[config.mk]
export PLATFORM = sky130hd
export DESIGN_NAME = ipc_mailbox
export DESIGN_NICKNAME = d
export VERILOG_FILES = /design/src/rtl/ipc_mbox_pkg.sv /design/src/rtl/mbox_fifo.sv /design/src/rtl/mbox_ctrl.sv /design/src/rtl/mbox_datapath.sv /design/src/rtl/ipc_mailbox.sv
export SDC_FILE = /design/constraint.sdc
export NUM_CORES = 1
export LEC_CHECK = 0
export BUFFER_PORTS_ARGS = -buffer_cell sky130_fd_sc_hd__buf_2
export CORE_MARGIN = 4
export CORE_UTILIZATION = 55
export CTS_BUF_LIST = sky130_fd_sc_hd__clkbuf_16
export DETAILED_ROUTE_END_ITERATION = 16
export PLACE_DENSITY = 0.72
export SYNTH_ARGS = -nofsm -noshare
export SYNTH_HDL_FRONTEND = slang
export SYNTH_SLANG_ARGS = --single-unit
[constraint.sdc]
create_clock -name clk -period 7.55 [get_ports clk]
set_input_delay 0.3775 -clock clk [delete_from_list [all_inputs] [get_ports clk]]
set_output_delay 0.3775 -clock clk [all_outputs]
set_load 0.02 [all_outputs]
[src/rtl/ipc_mbox_pkg.sv]
package ipc_mbox_pkg;

  localparam int IDX_W = 8;

  // Register class selected by the address decoder
  typedef enum logic [2:0] {
    RK_NONE,
    RK_REV,
    RK_MSG,
    RK_FIFOSTAT,
    RK_MSGSTAT,
    RK_IRQSTAT,
    RK_IRQEN
  } rdKind_e;

  // Strobes from the control to the datapath
  typedef struct packed {
    logic             rdEn;    // read issued this cycle (write not present)
    rdKind_e          rdKind;  // decoded register class
    logic             doPush;  // write to a message register
    logic             doPop;   // read of a message register
    logic             doAck;   // write to a status register
    logic             doEnWr;  // write to an enable register
    logic [IDX_W-1:0] idx;     // mailbox or user index
  } strobe_t;

endpackage

[src/rtl/mbox_fifo.sv]
module mbox_fifo #(
  parameter int DATA_W = 32,
  parameter int DEPTH  = 4
) (
  input  logic                        clk,
  input  logic                        rstN,
  input  logic                        pushEn,
  input  logic                        popEn,
  input  logic [DATA_W-1:0]           pushData,
  output logic [DATA_W-1:0]           headData,
  output logic [$clog2(DEPTH+1)-1:0]  count,
  output logic                        full,
  output logic                        pushOk,
  output logic                        popOk
);

  localparam int PTR_W = (DEPTH > 1) ? $clog2(DEPTH) : 1;
  localparam int CNT_W = $clog2(DEPTH+1);
  localparam logic [PTR_W-1:0] LAST = PTR_W'(DEPTH - 1);

  logic [DATA_W-1:0] mem [DEPTH];
  logic [PTR_W-1:0]  wrPtr, rdPtr;

  assign full     = (count == CNT_W'(DEPTH));
  assign pushOk   = pushEn && !full;
  assign popOk    = popEn && (count != '0);
  assign headData = mem[rdPtr];

  always_ff @(posedge clk) begin
    if (pushOk) mem[wrPtr] <= pushData;
  end

  always_ff @(posedge clk or negedge rstN) begin
    if (!rstN) begin
      wrPtr <= '0;
      rdPtr <= '0;
      count <= '0;
    end else begin
      if (pushOk) wrPtr <= (wrPtr == LAST) ? '0 : wrPtr + 1'b1;
      if (popOk)  rdPtr <= (rdPtr == LAST) ? '0 : rdPtr + 1'b1;
      case ({pushOk, popOk})
        2'b10:   count <= count + 1'b1;
        2'b01:   count <= count - 1'b1;
        default: count <= count;
      endcase
    end
  end

endmodule

[src/rtl/mbox_ctrl.sv]
module mbox_ctrl
  import ipc_mbox_pkg::*;
#(
  parameter int ADDR_W    = 12,
  parameter int NUM_MBOX  = 4,
  parameter int NUM_USERS = 2
) (
  input  logic [ADDR_W-1:0] busAddr,
  input  logic              busWe,
  input  logic              busRe,
  output strobe_t           strb
);

  localparam logic [ADDR_W-1:0] MSG_LO  = ADDR_W'('h040);
  localparam logic [ADDR_W-1:0] FST_LO  = ADDR_W'('h080);
  localparam logic [ADDR_W-1:0] MST_LO  = ADDR_W'('h0C0);
  localparam logic [ADDR_W-1:0] IRQ_LO  = ADDR_W'('h100);
  localparam logic [ADDR_W-1:0] MSG_HI  = ADDR_W'('h040 + 4*NUM_MBOX);
  localparam logic [ADDR_W-1:0] FST_HI  = ADDR_W'('h080 + 4*NUM_MBOX);
  localparam logic [ADDR_W-1:0] MST_HI  = ADDR_W'('h0C0 + 4*NUM_MBOX);
  localparam logic [ADDR_W-1:0] IRQ_HI  = ADDR_W'('h100 + 8*NUM_USERS);

  rdKind_e           kind;
  logic [IDX_W-1:0]  idx;
  logic [ADDR_W-1:0] off;

  always_comb begin
    kind = RK_NONE;
    idx  = '0;
    off  = '0;
    if (busAddr[1:0] == 2'b00) begin
      if (busAddr == '0) begin
        kind = RK_REV;
      end else if (busAddr >= MSG_LO && busAddr < MSG_HI) begin
        kind = RK_MSG;
        off  = busAddr - MSG_LO;
        idx  = IDX_W'(off >> 2);
      end else if (busAddr >= FST_LO && busAddr < FST_HI) begin
        kind = RK_FIFOSTAT;
        off  = busAddr - FST_LO;
        idx  = IDX_W'(off >> 2);
      end else if (busAddr >= MST_LO && busAddr < MST_HI) begin
        kind = RK_MSGSTAT;
        off  = busAddr - MST_LO;
        idx  = IDX_W'(off >> 2);
      end else if (busAddr >= IRQ_LO && busAddr < IRQ_HI) begin
        off  = busAddr - IRQ_LO;
        idx  = IDX_W'(off >> 3);
        kind = off[2] ? RK_IRQEN : RK_IRQSTAT;
      end
    end
  end

  always_comb begin
    strb.rdEn   = busRe && !busWe;
    strb.rdKind = kind;
    strb.idx    = idx;
    strb.doPush = busWe && (kind == RK_MSG);
    strb.doPop  = busRe && !busWe && (kind == RK_MSG);
    strb.doAck  = busWe && (kind == RK_IRQSTAT);
    strb.doEnWr = busWe && (kind == RK_IRQEN);
  end

endmodule

[src/rtl/mbox_datapath.sv]
module mbox_datapath
  import ipc_mbox_pkg::*;
#(
  parameter int          DATA_W    = 32,
  parameter int          NUM_MBOX  = 4,
  parameter int          DEPTH     = 4,
  parameter int          NUM_USERS = 2,
  parameter logic [7:0]  REVISION  = 8'h12
) (
  input  logic                 clk,
  input  logic                 rstN,
  input  strobe_t              strb,
  input  logic [DATA_W-1:0]    wrData,
  output logic [DATA_W-1:0]    rdData,
  output logic [NUM_USERS-1:0] irq
);

  localparam int EV_W  = 2 * NUM_MBOX;
  localparam int CNT_W = $clog2(DEPTH+1);

  logic [NUM_MBOX-1:0][DATA_W-1:0] head;
  logic [NUM_MBOX-1:0][CNT_W-1:0]  cnt;
  logic [NUM_MBOX-1:0]             full, pushOk, popOk;
  logic [EV_W-1:0]                 evSet;
  logic [NUM_USERS-1:0][EV_W-1:0]  sts, en;
  logic [DATA_W-1:0]               rdNext;

  for (genvar m = 0; m < NUM_MBOX; m++) begin : g_q
    mbox_fifo #(.DATA_W(DATA_W), .DEPTH(DEPTH)) u_fifo (
      .clk      (clk),
      .rstN     (rstN),
      .pushEn   (strb.doPush && (strb.idx == IDX_W'(m))),
      .popEn    (strb.doPop  && (strb.idx == IDX_W'(m))),
      .pushData (wrData),
      .headData (head[m]),
      .count    (cnt[m]),
      .full     (full[m]),
      .pushOk   (pushOk[m]),
      .popOk    (popOk[m])
    );
    // new-message event at even bit, not-full event at odd bit
    assign evSet[2*m]   = pushOk[m];
    assign evSet[2*m+1] = popOk[m] && full[m];
  end

  always_ff @(posedge clk or negedge rstN) begin
    if (!rstN) begin
      sts <= '0;
      en  <= '0;
    end else begin
      for (int u = 0; u < NUM_USERS; u++) begin
        if (strb.doAck && strb.idx == IDX_W'(u))
          sts[u] <= (sts[u] & ~wrData[EV_W-1:0]) | evSet;
        else
          sts[u] <= sts[u] | evSet;
        if (strb.doEnWr && strb.idx == IDX_W'(u))
          en[u] <= wrData[EV_W-1:0];
      end
    end
  end

  always_comb begin
    for (int u = 0; u < NUM_USERS; u++) irq[u] = |(sts[u] & en[u]);
  end

  always_comb begin
    rdNext = '0;
    case (strb.rdKind)
      RK_REV: rdNext = DATA_W'(REVISION);
      RK_MSG: begin
        for (int m = 0; m < NUM_MBOX; m++)
          if (strb.idx == IDX_W'(m) && cnt[m] != '0) rdNext = head[m];
      end
      RK_FIFOSTAT: begin
        for (int m = 0; m < NUM_MBOX; m++)
          if (strb.idx == IDX_W'(m)) rdNext = DATA_W'(full[m]);
      end
      RK_MSGSTAT: begin
        for (int m = 0; m < NUM_MBOX; m++)
          if (strb.idx == IDX_W'(m)) rdNext = DATA_W'(cnt[m]);
      end
      RK_IRQSTAT: begin
        for (int u = 0; u < NUM_USERS; u++)
          if (strb.idx == IDX_W'(u)) rdNext = DATA_W'(sts[u]);
      end
      RK_IRQEN: begin
        for (int u = 0; u < NUM_USERS; u++)
          if (strb.idx == IDX_W'(u)) rdNext = DATA_W'(en[u]);
      end
      default: rdNext = '0;
    endcase
  end

  always_ff @(posedge clk or negedge rstN) begin
    if (!rstN)          rdData <= '0;
    else if (strb.rdEn) rdData <= rdNext;
  end

endmodule

[src/rtl/ipc_mailbox.sv]
module ipc_mailbox
  import ipc_mbox_pkg::*;
#(
  parameter int         ADDR_W    = 12,
  parameter int         DATA_W    = 32,
  parameter int         NUM_MBOX  = 4,
  parameter int         DEPTH     = 4,
  parameter int         NUM_USERS = 2,
  parameter logic [7:0] REVISION  = 8'h12
) (
  input  logic                 clk,
  input  logic                 rstN,
  input  logic [ADDR_W-1:0]    busAddr,
  input  logic                 busWe,
  input  logic                 busRe,
  input  logic [DATA_W-1:0]    busWrData,
  output logic [DATA_W-1:0]    busRdData,
  output logic [NUM_USERS-1:0] irqOut
);

  strobe_t strb;

  mbox_ctrl #(
    .ADDR_W(ADDR_W), .NUM_MBOX(NUM_MBOX), .NUM_USERS(NUM_USERS)
  ) u_ctrl (
    .busAddr (busAddr),
    .busWe   (busWe),
    .busRe   (busRe),
    .strb    (strb)
  );

  mbox_datapath #(
    .DATA_W(DATA_W), .NUM_MBOX(NUM_MBOX), .DEPTH(DEPTH),
    .NUM_USERS(NUM_USERS), .REVISION(REVISION)
  ) u_dp (
    .clk    (clk),
    .rstN   (rstN),
    .strb   (strb),
    .wrData (busWrData),
    .rdData (busRdData),
    .irq    (irqOut)
  );

endmodule

==> results.py <==
metrics = {
    "pwr": {
        "p_per_area_mw_per_mm2": 241,
        "p_clk_frac": 0.433,
        "switching_share": 0.201,
        "peakVddDrop_mv": 0.197,
        "p_sw_uw": 1340,
        "p_int_uw": 5300,
        "seqPwrFrac": 0.547,
        "power_frac_comb": 0.020,
        "leakagePower_uw": 0.00961,
    },
    "outcome": {
        "status": "completed",
    },
    "global_routing": {
        "grt_max_degree": 51,
        "grt_pass1_wl_mm": 83.5,
        "gr-usage-met2": 0.391,
        "antenna_found_initial": 0,
        "met1_usage": 0.324,
        "grt_pass1_vias": 13630,
        "use_met3": 0.0395,
        "overflow": 0,
        "grt-busiest-layer": "met2",
        "grt_util_all_layers": 0.233,
    },
    "logic_synthesis": {
        "ys_ff_latch": 604,
        "seq_area_frac_synth": 0.720,
        "synthCells": 1330,
        "synth_edf_count": 512,
        "synth.area.top_cells": "edfxtp_1, mux4_2, dfrtp_1",
        "synth_cell_types": 71,
        "netlist.area_leader.share": 0.626,
        "syn_nets": 1416,
        "synth_top_flop_cell": "edfxtp_1",
        "synthArstFlopShare": 0.152,
        "synth_warnings": 0,
        "synth_top_area_cell": "edfxtp_1",
        "synth.avg_cell_area_um2": 18.5,
        "synth_area_mm2": 0.0246,
    },
    "clocking": {
        "clk_pin_slew_worst_paths_ns": 0.06,
        "cts_buffers": 58,
        "clock_latency_ns": 0.63,
        "cts-root-buf": "clkbuf_16",
        "cts_tree": "yes",
        "clk_path_buf_depth": 3,
        "htree_levels": 2,
        "clock-sinks": 604,
        "postCtsSetupBuffers": 0,
    },
    "drt": {
        "ant_nets": 0,
        "drc": 0,
        "vias_per_cell": 6.32,
        "wl_mm": 54.5,
        "wl_per_cell_um": 26.5,
        "drtPass1Iterations": 8,
        "first_iter_violations": 1375,
        "vias": 13029,
    },
    "setup_path": {
        "cp-end-kind": "flop",
        "r2r_start": "u_dp.g_q[1].u_fifo.count[0]",
        "reg2reg_slack_ns": 4.45,
        "critPathLaunch": "busAddr[8]",
        "reg2regPathDepth": 4,
        "cp_data_required_time_ns": 7.76,
        "r2r-end": "u_dp.g_q[1].u_fifo.mem[3][21]",
        "crit_type": "input pin to flop",
        "crit_fanout": 32,
        "arrival_ns": 4.81,
        "start_kind": "input pin",
        "crit_path_end": "u_dp.g_q[1].u_fifo.mem[3][22]",
    },
    "floorplanning": {
        "die_area_mm2": 0.0481,
        "rows": 77,
        "start_util": 0.555,
        "core_area_mm2": 0.0442,
        "die_h_um": 219,
        "die_x_um": 219,
        "io_pins": 82,
    },
    "timing": {
        "fin_crit_sh": 0.610,
        "maxSlewHeadroom": 0.188,
        "max_freq_ghz": 0.217,
        "finalSetupViolations": 0,
        "tns_ns": 0,
        "slew_viol_final": 0,
        "report.final.hold_viol_count": 0,
        "rsz0062_at_grt": "no",
        "worst_pin_slew_ns": 1.22,
        "finClkSkew_ns": 0.0479,
        "min_period_ns": 4.61,
    },
    "finish": {
        "fill_cells": 3036,
        "drive_gt1_frac": 0.253,
        "final_nets": 1506,
        "final_cells": 2061,
        "syn_to_final_growth_pct": 12.1,
        "antennaDiodeCount": 0,
    },
    "hold_path": {
        "hp-class": "input pin to flop",
    },
    "placement": {
        "hpwl_mm": 31.4,
        "place_congestion": 0.892,
        "place_inst": 1951,
        "portBuffers": 81,
    },
    "run": {
        "cap_violations": 0,
    },
}
final cells by class:
class	instances	area, µm²	share of cell area
flip-flops and latches	604	17700	0.642
multi-input cells	621	6540	0.238
clock buffers	58	1450	0.0527
well taps	592	741	0.0269
repair buffers	93	500	0.0182
clock inverters	51	459	0.0167
inverters	42	158	0.00572
routing by layer:
metal  vias up  part of all wire  routed length, µm
li1       5584                 -                  -
met1      6829              0.41              22400
met2       532              0.50              27300
met3        84             0.068               3700
met4         0             0.022               1200
met5         -                 0                  0
kinds of logic (layout without fill, tap and decap cells):
logic type / Yosys count / after routing / synth area share
adder cells (fa/ha/maj): 38 / 38 / 0.0206
multiplexers: 153 / 153 / 0.129
buffers and inverters: 105 / 244 / 0.0181
XOR/XNOR: 17 / 17 / 0.00606
flip-flops: 604 / 604 / 0.720
AND/OR/NAND/NOR: 199 / 199 / 0.0425
AO/OA/AOI/OAI: 214 / 214 / 0.0644
cells in the final DEF, fill, tap and decap left out, types with 4 or more instances in the layout:
master / instances
a211oi_1: 4
a21o_1: 31
a21oi_1: 37
a222oi_1: 24
a22o_1: 12
a22oi_1: 29
a2bb2oi_1: 4
and2_1: 4
and2_2: 8
and3_1: 5
buf_2: 80
buf_4: 12
bufinv_16: 7
clkbuf_16: 58
clkinv_1: 10
clkinv_2: 5
clkinvlp_4: 4
dfrtp_1: 84
dfrtp_2: 8
edfxtp_1: 512
fa_1: 4
ha_1: 34
inv_1: 61
mux2_2: 23
mux4_2: 128
nand2_1: 67
nand3_1: 10
nand4_1: 8
nor2_1: 30
nor2_4: 9
nor3_1: 17
nor4_1: 5
o21ai_0: 28
o22ai_1: 6
o31ai_1: 6
or3_1: 5
xnor2_1: 7
xor2_1: 10
power groups by stage:
stage / registers (µW) / clock network (µW) / logic (µW)
floorplan: 3700 / 0 / 48.4
global placement: 3700 / 0 / 126
detailed placement: 3700 / 0 / 132
CTS: 3630 / 2920 / 132
global route: 3630 / 3070 / 146
finish: 3630 / 2880 / 131
critical path, stage by stage:
cell and delay [ns]:
buf_2 0.13, inv_1 0.15, ha_1 0.30, and4bb_2 0.29, nand3_1 0.21, o221ai_2 0.41, a41o_1 0.75, nand2_1 0.20
nor3_1 0.95, and2_2 1.02
worst min path at each step:
stage	from	end	slack (ns)	cells after the start
after floorplan	rstN	u_dp.en[0]	0.08	0
after global placement	rstN	u_dp.rdData[6]	0.44	1
after detailed placement	rstN	u_dp.rdData[5]	0.45	1
after CTS	busWrData[24]	u_dp.g_q[1].u_fifo.mem[3][24]	0.08	1
after global routing	busWrData[10]	u_dp.g_q[0].u_fifo.mem[0][10]	0.10	1
final	busWrData[10]	u_dp.g_q[0].u_fifo.mem[1][10]	0.12	1
repair_timing:
action / CTS / global route
resized for setup: 0 / 0
hold buffers: 1 / 0
endpoints found under the hold margin: 42 / 0
sequential cells by signal (all words and copies together), names as in the netlist:
register and count:
u_dp.g_q.u_fifo.rdPtr 8, u_dp.g_q.u_fifo.wrPtr 8, u_dp.sts 16, u_dp.rdData 32, u_dp.en 16, u_dp.g_q.u_fifo.count 12
u_dp.g_q.u_fifo.mem 512
metrics by stage:
step	setup slack, ns	power, µW	cell area (µm²)	hold WS (ns)	utilization
3_3_place_gp	2.58	3820	25600	0.443	0.579
4_1_cts	3.03	6680	27500	0.0766	0.623
3_5_place_dp	2.40	3830	25600	0.452	0.579
2_1_floorplan	3.28	3750	24600	0.0819	-
5_1_grt	2.66	6850	27500	0.103	0.623
6_report	2.94	6640	27500	0.124	0.623
cells in the mapped netlist (24+ instances only):
| cell | number |
|---|---|
| dfrtp_1 | 92 |
| nor2_1 | 39 |
| a21o_1 | 31 |
| a21oi_1 | 37 |
| a22oi_1 | 29 |
| o21ai_0 | 28 |
| ha_1 | 34 |
| clkbuf_1 | 46 |
| mux4_2 | 128 |
| nand2_1 | 67 |
| inv_1 | 42 |
| edfxtp_1 | 512 |
| a222oi_1 | 24 |
Note: power is estimated with default switching activity, not from simulation.
